### src/rtl/uart_tx_pkg.sv
package uart_tx_pkg;
  // which source drives the serial line
  typedef enum logic [1:0] {
    LINE_MARK  = 2'd0,
    LINE_START = 2'd1,
    LINE_DATA  = 2'd2,
    LINE_PAR   = 2'd3
  } lineSel_t;

  // control to datapath strobes
  typedef struct packed {
    logic     load;
    logic     shift;
    lineSel_t sel;
  } txStrobes_t;
endpackage

### src/rtl/uart_tx_ctrl.sv
module uart_tx_ctrl
  import uart_tx_pkg::*;
#(
  parameter int DATA_W     = 8,
  parameter int OVERSAMPLE = 16
) (
  input  logic       clk,
  input  logic       rstN,
  input  logic       baudTick,
  input  logic       inValid,
  input  logic [1:0] charLen,
  input  logic       parityEn,
  input  logic       stopLong,
  output logic       inReady,
  output logic       txEmpty,
  output txStrobes_t strb
);
  localparam int TW   = $clog2(2 * OVERSAMPLE);
  localparam int BW   = $clog2(DATA_W);
  localparam int HALF = OVERSAMPLE / 2;

  typedef enum logic [2:0] {S_IDLE, S_START, S_DATA, S_PAR, S_STOP} state_t;

  state_t        state;
  logic [TW-1:0] tickCnt;
  logic [TW-1:0] lastTick;
  logic [BW-1:0] bitCnt;
  logic [1:0]    lenReg;
  logic          parReg;
  logic          stopReg;
  logic          bitEnd;
  logic          lastData;
  logic          accept;

  always_comb begin
    if (state != S_STOP || !stopReg) lastTick = TW'(OVERSAMPLE - 1);
    else if (lenReg == 2'd0)          lastTick = TW'(OVERSAMPLE + HALF - 1);
    else                              lastTick = TW'(2 * OVERSAMPLE - 1);
  end

  assign bitEnd   = baudTick && (tickCnt == lastTick);
  assign lastData = (bitCnt == BW'(DATA_W - 4) + BW'(lenReg));
  assign inReady  = (state == S_IDLE) || (state == S_STOP && bitEnd);
  assign accept   = inValid && inReady;
  assign txEmpty  = (state == S_IDLE);

  always_comb begin
    strb.load  = accept;
    strb.shift = (state == S_DATA) && bitEnd;
    case (state)
      S_START: strb.sel = LINE_START;
      S_DATA:  strb.sel = LINE_DATA;
      S_PAR:   strb.sel = LINE_PAR;
      default: strb.sel = LINE_MARK;
    endcase
  end

  always_ff @(posedge clk) begin
    if (!rstN) begin
      state   <= S_IDLE;
      tickCnt <= '0;
      bitCnt  <= '0;
      lenReg  <= '0;
      parReg  <= 1'b0;
      stopReg <= 1'b0;
    end else begin
      if (accept) begin
        lenReg  <= charLen;
        parReg  <= parityEn;
        stopReg <= stopLong;
      end
      if (state != S_IDLE && baudTick)
        tickCnt <= bitEnd ? '0 : tickCnt + 1'b1;
      case (state)
        S_IDLE: if (accept) begin
          state   <= S_START;
          tickCnt <= '0;
        end
        S_START: if (bitEnd) begin
          state  <= S_DATA;
          bitCnt <= '0;
        end
        S_DATA: if (bitEnd) begin
          if (lastData) state <= parReg ? S_PAR : S_STOP;
          else          bitCnt <= bitCnt + 1'b1;
        end
        S_PAR: if (bitEnd) state <= S_STOP;
        S_STOP: if (bitEnd) state <= accept ? S_START : S_IDLE;
        default: state <= S_IDLE;
      endcase
    end
  end
endmodule

### src/rtl/uart_tx_datapath.sv
module uart_tx_datapath
  import uart_tx_pkg::*;
#(
  parameter int DATA_W = 8
) (
  input  logic              clk,
  input  logic              rstN,
  input  txStrobes_t        strb,
  input  logic [DATA_W-1:0] inData,
  input  logic [1:0]        charLen,
  input  logic              parityOdd,
  input  logic              breakCtl,
  output logic              txLine
);
  localparam int MIN_BITS = DATA_W - 3;

  logic [DATA_W-1:0] shiftReg;
  logic [DATA_W-1:0] lenMask;
  logic              parBit;

  always_comb begin
    for (int i = 0; i < DATA_W; i++)
      lenMask[i] = (i < MIN_BITS + int'(charLen));
  end

  always_ff @(posedge clk) begin
    if (!rstN) begin
      shiftReg <= '0;
      parBit   <= 1'b0;
    end else if (strb.load) begin
      shiftReg <= inData;
      parBit   <= (^(inData & lenMask)) ^ parityOdd;
    end else if (strb.shift) begin
      shiftReg <= shiftReg >> 1;
    end
  end

  always_comb begin
    if (breakCtl) txLine = 1'b0;
    else begin
      case (strb.sel)
        LINE_START: txLine = 1'b0;
        LINE_DATA:  txLine = shiftReg[0];
        LINE_PAR:   txLine = parBit;
        default:    txLine = 1'b1;
      endcase
    end
  end
endmodule

### src/rtl/uart_tx_serializer.sv
module uart_tx_serializer
  import uart_tx_pkg::*;
#(
  parameter int DATA_W     = 8,
  parameter int OVERSAMPLE = 16
) (
  input  logic              clk,
  input  logic              rstN,
  input  logic              baudTick,
  input  logic [DATA_W-1:0] inData,
  input  logic              inValid,
  output logic              inReady,
  input  logic [1:0]        charLen,
  input  logic              parityEn,
  input  logic              parityOdd,
  input  logic              stopLong,
  input  logic              breakCtl,
  output logic              txLine,
  output logic              txEmpty
);
  txStrobes_t strb;

  uart_tx_ctrl #(.DATA_W(DATA_W), .OVERSAMPLE(OVERSAMPLE)) ctrl_i (
    .clk(clk), .rstN(rstN), .baudTick(baudTick), .inValid(inValid),
    .charLen(charLen), .parityEn(parityEn), .stopLong(stopLong),
    .inReady(inReady), .txEmpty(txEmpty), .strb(strb)
  );

  uart_tx_datapath #(.DATA_W(DATA_W)) dp_i (
    .clk(clk), .rstN(rstN), .strb(strb), .inData(inData),
    .charLen(charLen), .parityOdd(parityOdd), .breakCtl(breakCtl),
    .txLine(txLine)
  );
endmodule

### config.mk
export PLATFORM = sky130hd
export DESIGN_NAME = uart_tx_serializer
export DESIGN_NICKNAME = d
export VERILOG_FILES = /design/src/rtl/uart_tx_pkg.sv /design/src/rtl/uart_tx_ctrl.sv /design/src/rtl/uart_tx_datapath.sv /design/src/rtl/uart_tx_serializer.sv
export SDC_FILE = /design/constraint.sdc
export NUM_CORES = 1
export LEC_CHECK = 0
export BUFFER_PORTS_ARGS = -buffer_cell sky130_fd_sc_hd__buf_2
export CAP_MARGIN = 5
export CORE_UTILIZATION = 45
export DETAILED_ROUTE_END_ITERATION = 7
export PLACE_DENSITY = 0.72
export SKIP_CTS_REPAIR_TIMING = 1
export SYNTH_ARGS = -nofsm -noshare
export SYNTH_HDL_FRONTEND = slang
export SYNTH_HIERARCHICAL = 1
export SYNTH_SLANG_ARGS = --single-unit
### constraint.sdc
create_clock -name clk -period 2.8 [get_ports clk]
set_input_delay 0.28 -clock clk [delete_from_list [all_inputs] [get_ports clk]]
set_output_delay 0.28 -clock clk [all_outputs]
set_load 0.01 [all_outputs]
==> results of run 1 <==
## state kept, by name (all words and copies together), names as in the netlist
name	count
ctrl_i/bitCnt	3
ctrl_i/lenReg	2
ctrl_i/parReg	1
ctrl_i/state	3
ctrl_i/stopReg	1
ctrl_i/tickCnt	5
dp_i/parBit	1
dp_i/shiftReg	8
## tightest hold or removal path, stage by stage
cell	delay (ns)
buf_2	0.09
nand2_1	0.04
mux2i_1	0.06
## per-stage QoR
| stage | total power (uW) | cell area [sq um] |
|---|---|---|
| final | 776 | 1660 |
| after global routing | 821 | 1660 |
| after CTS | 783 | 1660 |
| after detailed placement | 534 | 1600 |
| after global placement | 528 | 1600 |
| after floorplan | 485 | 1450 |
## cell usage after synthesis, types with 3 or more instances
cell type,count
a21oi_1,9
or4_1,3
nand3_1,4
clkbuf_1,5
nor2_1,4
inv_1,5
dfxtp_1,24
nor2b_1,4
and2_1,7
o21ai_0,12
o31ai_1,4
xor2_1,3
nand2_1,22
mux2i_1,11
xnor2_1,9
nor3_1,7
## area by class of cell
cell class	count	share of cell area
Clock inverter	1	0.0181
Timing Repair Buffer	25	0.0831
Sequential cell	24	0.290
Multi-Input combinational cell	133	0.550
Inverter	5	0.0113
Clock buffer	3	0.0136
Tap cell	44	0.0333
## cells in the final DEF, fill, tap and decap left out, drive strengths merged, types with 2 or more instances in the layout
| cell | instances |
|---|---|
| ha | 2 |
| clkbuf | 3 |
| a21oi | 9 |
| nor3b | 2 |
| nand3 | 5 |
| o21ai | 12 |
| mux2i | 11 |
| nor2b | 4 |
| or3b | 2 |
| nand2 | 22 |
| or3 | 2 |
| o211ai | 2 |
| nor2 | 4 |
| o31ai | 4 |
| a31oi | 2 |
| xor2 | 3 |
| nor3 | 7 |
| dfxtp | 24 |
| xnor2 | 9 |
| or4 | 4 |
| and2 | 7 |
| inv | 5 |
| buf | 25 |
## logic make-up after synthesis
kind of cell             Yosys count  share of synthesized area
multiplexers                      11                     0.0761
XOR/XNOR                          13                     0.0882
flip-flops                        24                      0.332
AND/OR/NAND/NOR                   68                      0.272
adder cells (fa/ha/maj)            2                     0.0173
buffers and inverters             13                     0.0381
AO/OA/AOI/OAI                     39                      0.176
## per-layer routing
| metal | GRT usage | vias to the layer above |
|---|---|---|
| li1 | - | 657 |
| met1 | 0.281 | 603 |
| met4 | 0.0510 | 0 |
| met3 | 0.0264 | 2 |
| met5 | 0 | - |
| met2 | 0.342 | 24 |
## report_power, final
part	internal, uW	switching (uW)
Clock	145	104
Sequential	360	13.1
Combinational	73.0	80.8
Total	578	198
## worst paths after layout
check | startpoint | to | slack (ns) | depth (start not counted)
min reg2reg | ctrl_i/parReg | ctrl_i/parReg | 0.49 | 2
max | ctrl_i/tickCnt[0] | inReady | 0.41 | 5
min | parityEn | ctrl_i/parReg | 0.20 | 3
max reg2reg | ctrl_i/stopReg | dp_i/shiftReg[6] | 0.51 | 7
==> results by group, run 1 <==
Placement
  • Pre-CTS setup slack: 0.569 ns
  • Port bufs: 20
  • DP Cell Count: 231
  • Gpl congestion: 0.909
  • Post-DP HPWL: 2.47 mm

Clocking
  • Cts bufs inserted: 3
  • Max Buffers Root-to-Sink: 2
  • TritonCTS clock tree: done
  • Clk Latency, worst-skew pair: 0.31 ns
  • Clk sinks: 24
  • Root buffer cell: clkbuf_4
  • Clk slew on worst S/H paths: 0.13 ns
  • Htree depth: 1

Timing
  • Max Fclk: 419 MHz
  • Post-route setup slack: 0.411 ns
  • Setup TNS Final: 0 ns
  • Worst Tran Pin Value: 0.615 ns
  • Slew Limit Fails: 0
  • Slew headroom: 0.584
  • Hold Fails Final Rpt: 0
  • RSZ-0062 raised after global routing: false
  • Shortest period the worst path allows: 2.39 ns
  • Final setup fails: 0
  • Period utilization: 0.853
  • Setup Skew: 0.00305 ns
  • Hold slack: 0.200 ns

Yosys
  • Seq/Total Area, Yosys: 0.332
  • Mapped Nets: 190
  • Asr flop ratio synth: 0
  • Avg Synthesized Cell Area: 8.51 sq um
  • Yosys top cell area share: 0.332
  • Post-synth top flop: dfxtp_1
  • Synth warn: 6
  • Post-synthesis cell count: 170
  • Synth area leader: dfxtp_1
  • Top cells by area, synth: dfxtp_1 33%, mux2i_1 7.6%, nand2_1 5.7%
  • Post-synth EDFFs: 0
  • Distinct cells, synth: 48
  • #FFs+latches synth: 24
  • Mapped cell area: 0.00145 sq mm

Global routing
  • First-pass GRT wire length: 5.35 mm
  • Vias in the first global route: 1,166
  • Initial antenna violation count: 0
  • GR Util All Layers: 0.205
  • Largest net degree at the start of global routing: 24
  • GR Overflow Total: 0

Final layout
  • # fillers: 314
  • Area occupied by multi-input gates: 911 sq um
  • N_diodes: 0
  • Layout Utilization: 0.542
  • P&R area growth vs syn: 14.4%
  • FF/Latch Area: 480 sq um
  • Share of cells above drive strength 1: 0.199
  • Non-filler cells, final: 235
  • Nets: 212

Floorplanning
  • Die area: 0.00345 sq mm
  • Die width: 58.7 microns
  • Core area: 0.00305 sq mm
  • Die Ht: 58.7 microns
  • Io pins: 21
  • Rows: 20
  • Starting density of the core: 0.474

Status
  • Outcome: completed

Setup path
  • CP max-delay cell: or3_2
  • Type of the worst setup path: flip-flop to primary output
  • Startpoint Class: flip-flop
  • CP Max Fanout: 7
  • Critical-path cell list: ha_1, nand3_2, or3_2, a311oi_1, buf_2
  • CP Data Required Time: 2.52 ns
  • Crit path DAT: 2.11 ns
  • Buffers & Inverters on Critical Path: 1
  • Critical Path End Type: primary output
  • CP top delay family: simple AND/OR/NAND/NOR gates
  • Largest stage delay on the critical path: 0.52 ns

Routing
  • DR pass1 iterations: 5
  • First-iteration detailed-routing DRC count: 83
  • DR WL met2: 1.55 mm
  • Met3 WL post-DR: 90 microns
  • Routed WL per cell: 13.8 microns
  • Vias: 1,286
  • Top Layer Used: met4
  • Drt drc: 0
  • Met1 Routed Length: 1.58 mm
  • Routed WL: 3.25 mm
  • Routed vias/inst: 5.47
  • Antenna-violating nets left: 0

Flow run
  • Max cap viols: 0

Pwr
  • Leak Pwr: 0.000628 uW
  • PwrDens: 469 mW/mm^2
  • Maximum vdd drop: 0.270 mV

Worst hold path
  • Hold Path Class: input pin to flip-flop
Power figures use the tool's default switching activity.
==> inputs of run 2 (changes only) <==
ABC_AREA = 1   (was default)
CAP_MARGIN = 10   (was 5)
CORE_MARGIN = 2   (was default)
==> run 2 against run 1 <==
Fmax is 0.97% higher. Die area is 12% higher. Utilization is 2.0 points lower. Final area is 3.6% higher. Clock power hardly changed. Sequential share of layout area is 1.0 points lower.
==> results by group, run 2 <==
Placement
  • Gpl congestion: 0.855
  • Post-DP HPWL: 2.42 mm
  • Port bufs: 20
  • DP Area: 0.00166 sq mm

Yosys
  • Distinct cells, synth: 34
  • Top cells by area, synth: dfxtp_1 31%, nand2_1 14%, nor2_1 6.6%
  • Post-synth top flop: dfxtp_1
  • Yosys top cell area share: 0.315
  • Post-synth EDFFs: 0
  • Post-synthesis cell count: 231
  • Synth warn: 6
  • Synth area leader: dfxtp_1
  • Avg Synthesized Cell Area: 6.61 sq um
  • Seq/Total Area, Yosys: 0.315
  • Mapped cell area: 0.00153 sq mm
  • #FFs+latches synth: 24
  • Most frequent cell after synthesis: nand2_1
  • Mapped Nets: 251
  • Asr flop ratio synth: 0
  • Commonest cells in the netlist: 56 x nand2_1, 27 x nor2_1, 24 x dfxtp_1, 24 x inv_1, 13 x nand3_1

Routing
  • Routed WL per cell: 10.2 microns
  • Drt drc: 0
  • Antenna-violating nets left: 0
  • DR pass1 iterations: 4
  • Routed vias/inst: 4.80
  • Vias: 1,429
  • Routed WL: 3.04 mm
  • First-iteration detailed-routing DRC count: 91

Timing
  • RSZ-0062 raised after global routing: false
  • Slew headroom: 0.729
  • Max Fclk: 423 MHz
  • Period utilization: 0.845
  • Worst Tran Pin Value: 0.404 ns
  • Slew Limit Fails: 0
  • Setup TNS Final: 0 ns
  • Hold Fails Final Rpt: 0
  • Setup Skew: 0.0116 ns
  • Final setup fails: 0
  • Shortest period the worst path allows: 2.37 ns

Final layout
  • Biggest registers after layout: dp_i/shiftReg: 8 flops, ctrl_i/tickCnt: 5 flops
  • Share of cells above drive strength 1: 0.234
  • Commonest cells after routing, fill and taps aside: 56 x nand2_1, 27 x nor2_1, 24 x inv_1, 24 x dfxtp_1, 20 x buf_2
  • Design Area, Final: 0.00171 sq mm
  • Reg with most FFs: dp_i/shiftReg
  • P&R area growth vs syn: 12.3%
  • N_diodes: 0
  • Number of flip-flops in the largest register: 8
  • Layout Utilization: 0.522
  • Commonest non-fill, non-tap cell in the layout: nand2_1
  • Nets: 273

Floorplanning
  • Io pins: 21
  • Starting density of the core: 0.465
  • Core area: 0.00328 sq mm
  • Die Ht: 62.2 microns
  • Die area: 0.00387 sq mm
  • Die width: 62.2 microns
  • Rows: 21

Global routing
  • M3 GR Usage: 0.0199
  • Met1 Use GR: 0.211
  • Vias in the first global route: 1,294
  • First-pass GRT wire length: 5.30 mm
  • GR Overflow Total: 0
  • GR Util All Layers: 0.166
  • Global route hottest layer: met2
  • Largest net degree at the start of global routing: 16
  • Initial antenna violation count: 0
  • Met2 usage: 0.281

Pwr
  • Maximum vdd drop: 0.337 mV
  • PwrDens: 786 mW/mm^2
  • Leak Pwr: 0.000797 uW

Setup path
  • CP Max Fanout: 9
  • Critical Path End Type: flip-flop
  • Critical-path cell list: nand2_2, inv_2, nand2_1, nand2_2, inv_2, nor2_4, nand2_2, a21oi_4, and2_1, buf_4, or2_4, inv_2, nor2_1, o21ai_2, a21oi_2
  • Startpoint Class: flip-flop
  • Crit path DAT: 2.62 ns
  • CP max-delay cell: dfxtp_1
  • CP Data Required Time: 3.06 ns
  • Largest stage delay on the critical path: 0.58 ns
  • Type of the worst setup path: flip-flop to flip-flop

Worst hold path
  • Hold Path Class: input pin to flip-flop

Clocking
  • Clk Latency, worst-skew pair: 0.32 ns
  • Cts bufs inserted: 3
  • Clk slew on worst S/H paths: 0.14 ns
  • Clk sinks: 24
  • Max Buffers Root-to-Sink: 2
  • Htree depth: 1
  • Root buffer cell: clkbuf_4
  • TritonCTS clock tree: done

Flow run
  • Max cap viols: 0

Status
  • Outcome: completed
## run 2: critical path, delay by kind of cell, from the launching register on
family,cells,cell delay [ns]
AND/OR/NAND/NOR,8,0.95
flip-flops,1,0.58
buffers and inverters,4,0.39
AO/OA/AOI/OAI,3,0.36
## run 2: final timing paths
check / start / to / slack, ns / cells past startpoint
max: ctrl_i/state[2] / dp_i/shiftReg[6] / 0.43 / 15
min: inData[7] / dp_i/shiftReg[7] / 0.26 / 3
max reg2reg: ctrl_i/state[2] / dp_i/shiftReg[6] / 0.43 / 15
min reg2reg: dp_i/shiftReg[2] / dp_i/shiftReg[1] / 0.48 / 2
## run 2: cells by family after synthesis
group | share of synthesized area
XOR/XNOR | 0.0287
AND/OR/NAND/NOR | 0.400
buffers and inverters | 0.113
AO/OA/AOI/OAI | 0.127
flip-flops | 0.315
adder cells (fa/ha/maj) | 0.0164
## run 2: per-layer routing
layer / part of all wire / wire length (microns)
met5: 0 / 0
met4: 0.0092 / 28
met3: 0.030 / 92
met2: 0.45 / 1380
met1: 0.51 / 1540
## run 2: through the flow
stage	total power, uW	worst slack (ns)	hold slack (ns)	cells
after detailed placement	1100	0.497	0.463	294
after CTS	1360	0.456	0.249	298
after global routing	1450	0.227	0.266	298
after floorplan	989	0.643	0.418	231
final	1350	0.434	0.263	298
after global placement	1100	0.583	0.462	294
## run 2: cell type report
type                            count  area (sq um)
Clock buffer                        3          22.5
Clock inverter                      1          30.0
Fill cell                         370          1570
Inverter                           36           135
Multi-Input combinational cell    166           873
Sequential cell                    24           480
Tap cell                           46          57.6
Timing Repair Buffer               22           115
## run 2: power breakdown
part           total, uW  switching, uW  internal [uW]
Combinational        599            379            220
Sequential           496           73.0            423
Clock                252            108            145
Total               1350            559            788
==> inputs of run 3 (changes only) <==
clock period = 2.5 ns   (was 2.8 ns; I/O delays follow)
==> run 3 against run 2 <==
Flip-flop and latch count stayed put. Sequential power is 9.3% higher. Hold slack worse by 0.027 ns. Die area stayed put. Largest cell class unchanged. Setup slack worse by 0.095 ns. Routed wire length is 4.0% higher. Register-to-register slack worse by 0.095 ns. Via count is 3.8% higher. Clock skew is 0.0098 ns lower. Combinational power is 18% higher.
==> results by group, run 3 (synthesis results as in run 2) <==
Setup path
  • R2R Setup Slk: 0.34 ns
  • Worst Setup EP: dp_i/shiftReg[1]
  • Startpoint Class: flip-flop
  • CP max-delay cell: dfxtp_1
  • Type of the worst setup path: flip-flop to flip-flop
  • CP Data Required Time: 2.71 ns
  • Reg2Reg Depth: 11
  • Setup crit start: ctrl_i/tickCnt[0]
  • Crit path DAT: 2.37 ns
  • Critical Path End Type: flip-flop
  • Critical-path cell list: ha_1, nand2_1, nor2_1, nand2_1, nor2_4, nand2_2, a21oi_4, and2_1, clkinv_1, o221ai_1, a31oi_1
  • Cell mode on critical path: nand2_1
  • Largest stage delay on the critical path: 0.39 ns
  • Reg-to-Reg End: dp_i/shiftReg[1]
  • CP Max Fanout: 9
  • RR Startpoint: ctrl_i/tickCnt[0]

Timing
  • Shortest period the worst path allows: 2.16 ns
  • Period utilization: 0.864
  • Slew Limit Fails: 0
  • RSZ-0062 raised after global routing: false
  • Slew headroom: 0.800
  • Worst Tran Pin Value: 0.299 ns
  • Hold slack: 0.236 ns
  • Max Fclk: 463 MHz
  • Setup Skew: 0.00188 ns
  • Final setup fails: 0
  • Setup TNS Final: 0 ns
  • Hold Fails Final Rpt: 0

Clocking
  • Cts bufs inserted: 3
  • Clk Latency, worst-skew pair: 0.31 ns
  • TritonCTS clock tree: done
  • Clk slew on worst S/H paths: 0.13 ns
  • Htree depth: 1
  • Max Buffers Root-to-Sink: 2
  • Clk sinks: 24
  • Root buffer cell: clkbuf_4

Routing
  • Routed vias/inst: 4.94
  • DR pass1 iterations: 4
  • Antenna-violating nets left: 0
  • Drt drc: 0
  • First-iteration detailed-routing DRC count: 77
  • Vias: 1,483
  • Routed WL per cell: 10.6 microns
  • Routed WL: 3.17 mm

Worst hold path
  • Critical hold path startpoint: inData[7]
  • Hold depth: 3
  • Hold Path Class: input pin to flip-flop

Final layout
  • Biggest registers after layout: dp_i/shiftReg: 8 flops, ctrl_i/tickCnt: 5 flops
  • Number of flip-flops in the largest register: 8
  • Nets: 275
  • Share of cells above drive strength 1: 0.240
  • N_diodes: 0
  • Layout Utilization: 0.522
  • Area occupied by multi-input gates: 873 sq um
  • Reg with most FFs: dp_i/shiftReg
  • # fillers: 354
  • FF/Latch Area: 480 sq um
  • Commonest cells after routing, fill and taps aside: 56 x nand2_1, 27 x nor2_1, 24 x inv_1, 24 x dfxtp_1, 20 x buf_2
  • P&R area growth vs syn: 12.2%
  • Commonest non-fill, non-tap cell in the layout: nand2_1

Floorplanning
  • Die Ht: 62.2 microns
  • Die area: 0.00387 sq mm
  • Starting density of the core: 0.465
  • Die width: 62.2 microns
  • Rows: 21
  • Io pins: 21
  • Core area: 0.00328 sq mm

Placement
  • Post-DP HPWL: 2.53 mm
  • Port bufs: 20
  • Gpl congestion: 0.794

Global routing
  • GR Overflow Total: 0
  • Vias in the first global route: 1,373
  • First-pass GRT wire length: 5.64 mm
  • Initial antenna violation count: 0
  • GR Util All Layers: 0.176
  • Largest net degree at the start of global routing: 16

Pwr
  • PwrDens: 849 mW/mm^2
  • Maximum vdd drop: 0.295 mV
  • Leak Pwr: 0.000801 uW

Status
  • Outcome: completed

Flow run
  • Max cap viols: 0
## run 3: changes by cell type in the layout (fill, tap and decap cells not counted)
cell,delta
buf_4,+2
bufinv_16,-1
clkbuf_8,+1
## run 3: how the worst min path moves through the flow
stage                  endpoint  slack [ns]
3_3_place_gp   dp_i/shiftReg[1]        0.45
3_5_place_dp   dp_i/shiftReg[3]        0.47
5_1_grt        dp_i/shiftReg[6]        0.23
6_report       dp_i/shiftReg[7]        0.24
4_1_cts        dp_i/shiftReg[7]        0.22
2_1_floorplan  dp_i/shiftReg[0]        0.39
## run 3: routing by layer
metal  global-route usage  part of all wire
met5                    0                 0
met4               0.0778             0.011
met3               0.0199             0.025
met2                0.310              0.50
met1                0.217              0.47
## run 3: worst max-delay path: cells and delay by family, from the launching register on
family	cells	cell delay [ns]
AO/OA/AOI/OAI	3	0.50
flip-flops	1	0.39
AND/OR/NAND/NOR	6	0.71
adder cells (fa/ha/maj)	1	0.18
buffers and inverters	1	0.27
## run 3: area by class of cell
type,instances,area share
multi-input cells,166,0.510
well taps,46,0.0336
inverters,36,0.0789
clock buffers,4,0.0212
repair buffers,24,0.0760
flip-flops and latches,24,0.280
## run 3: per-stage QoR
stage / instances / worst slack (ns) / instance area, sq um / power, uW
after global routing: 300 / 0.0541 / 1710 / 1590
after floorplan: 231 / 0.343 / 1530 / 1110
after detailed placement: 296 / 0.358 / 1680 / 1260
after CTS: 300 / 0.334 / 1710 / 1470
after global placement: 296 / 0.429 / 1680 / 1250
final: 300 / 0.339 / 1710 / 1450
## run 3: where the power goes
group / internal, uW / switching, uW / leakage [uW]
Combinational: 258 / 450 / 0.000583
Sequential: 474 / 68.4 / 0.000197
Clock: 88.9 / 114 / 0.0000210
